<file path="src/rtl/chirp_phase_pkg.sv">
package chirp_phase_pkg;

    localparam int WORD_W    = 16;
    localparam int PH_W      = 16;
    localparam int ACC_W     = 32;
    localparam int FTW_W     = 32;
    localparam int SEL_W     = 3;
    localparam int FTW_WORDS = FTW_W / WORD_W;
    localparam int OFFS_SLOT  = 0;
    localparam int FTW_BASE   = OFFS_SLOT + 1;
    localparam int CHIRP_BASE = FTW_BASE + FTW_WORDS;

    typedef struct packed {
        logic [PH_W-1:0]  offs;
        logic [FTW_W-1:0] ftw;
        logic [FTW_W-1:0] chirp;
    } coef_set_t;

    typedef enum logic [1:0] {
        ACT_RUN        = 2'd0,
        ACT_LOAD       = 2'd1,
        ACT_CLEAR      = 2'd2,
        ACT_CLEAR_LOAD = 2'd3
    } act_e;

    function automatic act_e decode_act(input logic trig, input logic clr);
        act_e a;
        unique case ({clr, trig})
            2'b01:   a = ACT_LOAD;
            2'b10:   a = ACT_CLEAR;
            2'b11:   a = ACT_CLEAR_LOAD;
            default: a = ACT_RUN;
        endcase
        return a;
    endfunction

    function automatic logic act_loads(input act_e a);
        return (a == ACT_LOAD) || (a == ACT_CLEAR_LOAD);
    endfunction

    function automatic logic act_clears(input act_e a);
        return (a == ACT_CLEAR) || (a == ACT_CLEAR_LOAD);
    endfunction

    function automatic logic slot_hit(input logic [SEL_W-1:0] sel, input int slot);
        return sel == SEL_W'(slot);
    endfunction

endpackage

</file>
<file path="src/rtl/chirp_coef_stage.sv">
module chirp_coef_stage
    import chirp_phase_pkg::*;
(
    input  logic              clk,
    input  logic              rst,
    input  logic              wr,
    input  logic [SEL_W-1:0]  slot,
    input  logic [WORD_W-1:0] word,
    output coef_set_t         staged
);

    logic [PH_W-1:0]   offs_q;
    logic [WORD_W-1:0] ftw_q   [FTW_WORDS];
    logic [WORD_W-1:0] chirp_q [FTW_WORDS];

    always_ff @(posedge clk) begin
        if (rst) begin
            offs_q <= '0;
        end else if (wr && slot_hit(slot, OFFS_SLOT)) begin
            offs_q <= word[PH_W-1:0];
        end
    end

    for (genvar i = 0; i < FTW_WORDS; i++) begin : g_word
        always_ff @(posedge clk) begin
            if (rst) begin
                ftw_q[i]   <= '0;
                chirp_q[i] <= '0;
            end else if (wr) begin
                if (slot_hit(slot, FTW_BASE + i)) begin
                    ftw_q[i] <= word;
                end
                if (slot_hit(slot, CHIRP_BASE + i)) begin
                    chirp_q[i] <= word;
                end
            end
        end
        assign staged.ftw[i*WORD_W +: WORD_W]   = ftw_q[i];
        assign staged.chirp[i*WORD_W +: WORD_W] = chirp_q[i];
    end

    assign staged.offs = offs_q;

endmodule

</file>
<file path="src/rtl/chirp_freq_ramp.sv">
module chirp_freq_ramp
    import chirp_phase_pkg::*;
(
    input  logic             clk,
    input  logic             rst,
    input  logic             load,
    input  logic [FTW_W-1:0] load_ftw,
    input  logic [FTW_W-1:0] load_chirp,
    output logic [FTW_W-1:0] ftw,
    output logic [FTW_W-1:0] chirp
);

    always_ff @(posedge clk) begin
        if (rst) begin
            ftw   <= '0;
            chirp <= '0;
        end else if (load) begin
            ftw   <= load_ftw;
            chirp <= load_chirp;
        end else begin
            ftw   <= ftw + chirp;
        end
    end

endmodule

</file>
<file path="src/rtl/chirp_phase_accum.sv">
module chirp_phase_accum
    import chirp_phase_pkg::*;
(
    input  logic             clk,
    input  logic             rst,
    input  logic             clear,
    input  logic [FTW_W-1:0] ftw,
    output logic [ACC_W-1:0] acc
);

    localparam int PAD_W = ACC_W - FTW_W;

    logic [ACC_W-1:0] step;

    if (PAD_W > 0) begin : g_pad
        assign step = {{PAD_W{1'b0}}, ftw};
    end else begin : g_nopad
        assign step = ftw[FTW_W-1 -: ACC_W];
    end

    always_ff @(posedge clk) begin
        if (rst || clear) begin
            acc <= '0;
        end else begin
            acc <= acc + step;
        end
    end

endmodule

</file>
<file path="src/rtl/chirp_phase_gen.sv">
module chirp_phase_gen
    import chirp_phase_pkg::*;
(
    input  logic              clk,
    input  logic              rst,
    input  logic              coef_wr,
    input  logic [SEL_W-1:0]  coef_slot,
    input  logic [WORD_W-1:0] coef_word,
    input  logic              load_trig,
    input  logic              phase_clr,
    output logic [PH_W-1:0]   phase_out
);

    coef_set_t        staged;
    act_e             act;
    logic [PH_W-1:0]  offs_q;
    logic [FTW_W-1:0] ftw;
    logic [FTW_W-1:0] chirp;
    logic [ACC_W-1:0] acc;

    assign act = decode_act(load_trig, phase_clr);

    chirp_coef_stage i_stage (
        .clk    (clk),
        .rst    (rst),
        .wr     (coef_wr),
        .slot   (coef_slot),
        .word   (coef_word),
        .staged (staged)
    );

    chirp_freq_ramp i_ramp (
        .clk        (clk),
        .rst        (rst),
        .load       (act_loads(act)),
        .load_ftw   (staged.ftw),
        .load_chirp (staged.chirp),
        .ftw        (ftw),
        .chirp      (chirp)
    );

    chirp_phase_accum i_accum (
        .clk   (clk),
        .rst   (rst),
        .clear (act_clears(act)),
        .ftw   (ftw),
        .acc   (acc)
    );

    always_ff @(posedge clk) begin
        if (rst) begin
            offs_q <= '0;
        end else if (act_loads(act)) begin
            offs_q <= staged.offs;
        end
    end

    assign phase_out = acc[ACC_W-1 -: PH_W] + offs_q;

endmodule

</file>
<file path="config.mk">
export PLATFORM = sky130hd
export DESIGN_NAME = chirp_phase_gen
export DESIGN_NICKNAME = d
export VERILOG_FILES = /design/src/rtl/chirp_phase_pkg.sv /design/src/rtl/chirp_coef_stage.sv /design/src/rtl/chirp_freq_ramp.sv /design/src/rtl/chirp_phase_accum.sv /design/src/rtl/chirp_phase_gen.sv
export SDC_FILE = /design/constraint.sdc
export NUM_CORES = 1
export LEC_CHECK = 0
export BUFFER_PORTS_ARGS = -buffer_cell sky130_fd_sc_hd__buf_4
export CAP_MARGIN = 10
export CORE_UTILIZATION = 28
export DETAILED_ROUTE_END_ITERATION = 16
export PLACE_DENSITY = 0.43
export SETUP_SLACK_MARGIN = 0.3
export SYNTH_ARGS = -nofsm -noshare
export SYNTH_HDL_FRONTEND = slang
export SYNTH_SLANG_ARGS = --single-unit
</file>
<file path="constraint.sdc">
create_clock -name clk -period 3.8 [get_ports clk]
set_clock_uncertainty 0.2 [all_clocks]
set_input_delay 0 -clock clk [delete_from_list [all_inputs] [get_ports clk]]
set_output_delay 0 -clock clk [all_outputs]
set_load 0.01 [all_outputs]
</file>
==> out/metrics.yaml <==
synth_top_cell_by_area: "dfxtp_1"
htreeDepth: 4
yosysMostFrequentCell: "nor2_1"
grt_pass1_vias: 7600
finalCritPeriodShare_pct: 86.1
ys_seq_elements: 192
insertion_delay_ps: 450
gp_congestion: 0.834
avgSynthCellArea_um2: 9.43
powerDensity_mw_per_mm2: 396
layout.nets: 1258
ir_drop_mv: 0.238
vias_per_cell: 4.79
hold_class: "input port to flop"
worstPathArrival_ps: 3070
worst_pin_slew_ps: 1010
post-place-ws_ps: 648
drv_cap: 0
synth_cells: 1095
synth_fp_nets: 1199
io_buffers: 39
grt_overflow_total: 0
first_pass_iters: 5
ios: 40
grt_setup_unrepaired: "no"
drc: 0
setup_tns_ps: 0
status: "finished clean"
track_usage_pct: 15.3
postCtsSetupRepairBufs: 0
die_h_um: 194
yosys-top-cells-count: "nor2_1, dfxtp_1, a21oi_1, nand2_1, ha_1"
hold_viol: 0
netlist_top_cells_area: "dfxtp_1, edfxtp_1, ha_1, mux2i_1, nor2_1"
path_clk_slew_ps: 80
syn_to_final_growth_pct: 16.9
drt_wl_total_um: 28200
synth_top_area_share_pct: 24.8
cp-start-kind: "flop"
syn_area_mm2: 0.0103
slew_headroom_pct: 32.7
synthArstFlopShare_pct: 0
dp_hpwl_um: 20500
cp_data_required_time_ps: 3600
drt_iter0_drc: 498
ys_seq_area_share_pct: 43.4
crit_chain: "ha_1, fa_2, a21o_1, a21oi_2, o21bai_2, nor3_2, o31ai_2, o41ai_2, o21bai_1, a21oi_1, xnor2_1, buf_4"
insertedDiodeCount: 0
critPathSlowestCell: "o41ai_2"
vias: 7790
drv_slew: 0
crit_fanout: 2
clock.fmax_mhz: 305
wl_per_cell_um: 17.3
post_synth_num_cell_types: 61
grt_max_degree: 68
antenna_left: 0
yosys_warnings: 0
final.min_clock_period_ps: 3270
clockBufferDepth: 2
r2r-start: "i_ramp.ftw[0]"
crit_type: "flop to output port"
grt_antenna_before_repair: 1
start_util_pct: 28.7
ys.flop_type: "dfxtp_1"
cts_buffers: 17
p_total_mw: 4.78
die-area_mm2: 0.0376
critPathLaunch: "offs_q[0]"
setup_viol: 0
synth_edf_count: 64
core_mm2: 0.0359
max_stage_delay_ps: 380
p_leak_nw: 5.13
min-delay-start: "coef_slot[2]"
die_x_um: 194
cts_tree: "built"
grt_pass1_wl_um: 44000
cts-root-buf: "clkbuf_16"
rows: 69
clock_sinks: 192
final.setup.worst_slack_ps: 526
endpoint_kind: "output port"
final_layout_size_suffix_gt1_share_pct: 8.65
stage by stage:
stage                     cells  hold WS [ps]  instance area (um^2)  util, %
after floorplan            1095         -64.0                 10300        -
after global placement     1555           118                 11100     30.9
after detailed placement   1555           119                 11100     30.9
after CTS                  1628           130                 12100     33.6
after global routing       1628           158                 12100     33.6
final                      1628           144                 12100     33.6
routing by layer:
layer	share of wire, %	wire (um)	global-route usage, %
met1	53	15100	22.1
met2	43	12000	23.6
met3	2.5	709	2.10
met4	1.4	398	4.47
met5	0	0	0
flip-flops by register name, indices dropped and copies added, names as in the netlist:
name / cells
i_accum.acc: 32
i_ramp.chirp: 32
i_ramp.ftw: 32
i_stage.chirp_q: 32
i_stage.ftw_q: 32
i_stage.offs_q: 16
offs_q: 16
placed cells by master, fill, tap and decap left out, types with 8 or more instances in the layout:
cell type      netlist  final
dfxtp_1            128    128
xnor2_1             47     47
nand2_1             92     92
nand3_1             17     17
a21oi_1             98     97
dlygate4sd3_1        0     41
a21o_1              37     37
mux2i_1             54     54
a211oi_1            10     10
nor3_1              21     19
inv_1               21     21
edfxtp_1            64     64
o21bai_1            14     13
clkbuf_16            0     17
o21ai_0             33     33
buf_4                0     45
nand4_1             10     10
ha_1                77     77
xor2_1              19     19
nor2_1             137    137
and2_1              72     72
o21a_1               8      8
repair_timing:
item / CTS / global route
resized for setup: 1 / 5
pin swaps: 0 / 3
hold buffers: 41 / 0
setup endpoints to repair: 1 / 1
hold endpoints to repair: 138 / 0
path summary, 6_finish.rpt:
path                                  to  slack (ps)  cells past startpoint
setup / recovery           phase_out[14]         530                     12
hold reg to reg       i_stage.offs_q[11]         260                      2
hold / removal    i_stage.chirp_q[0][15]         140                      3
setup reg to reg         i_accum.acc[30]         710                     11
area by class of cell:
| type | count | area (um^2) |
|---|---|---|
| multi-input cells | 835 | 5630 |
| clock inverters | 11 | 108 |
| inverters | 22 | 82.6 |
| repair buffers | 86 | 748 |
| fillers | 3716 | 23800 |
| clock buffers | 21 | 440 |
| well taps | 461 | 577 |
| flip-flops and latches | 192 | 4480 |
critical path: cells and delay by family, from the launching register on:
kind | cells | cell delay, ps
AOI/OAI and AO/OA | 7 | 1230
adders and majority gates | 2 | 590
DFF | 1 | 320
and+or+nand+nor | 1 | 220
buffers and inverters | 1 | 140
xor gates and xnor gates | 1 | 130
cell families after synthesis:
kind of cell	synth area share (%)
AO/OA/AOI/OAI	15.9
flip-flops	43.4
buffers and inverters	2.51
adder cells (fa/ha/maj)	9.92
XOR/XNOR	5.60
multiplexers	5.24
AND/OR/NAND/NOR	17.4
where the power goes:
| part | internal [mW] | switching, mW | total (mW) |
|---|---|---|---|
| logic | 0.296 | 0.419 | 0.715 |
| clock network | 0.915 | 0.826 | 1.74 |
| registers | 2.24 | 0.0852 | 2.32 |
| total | 3.45 | 1.33 | 4.78 |
(Power assumes the default switching activity.)
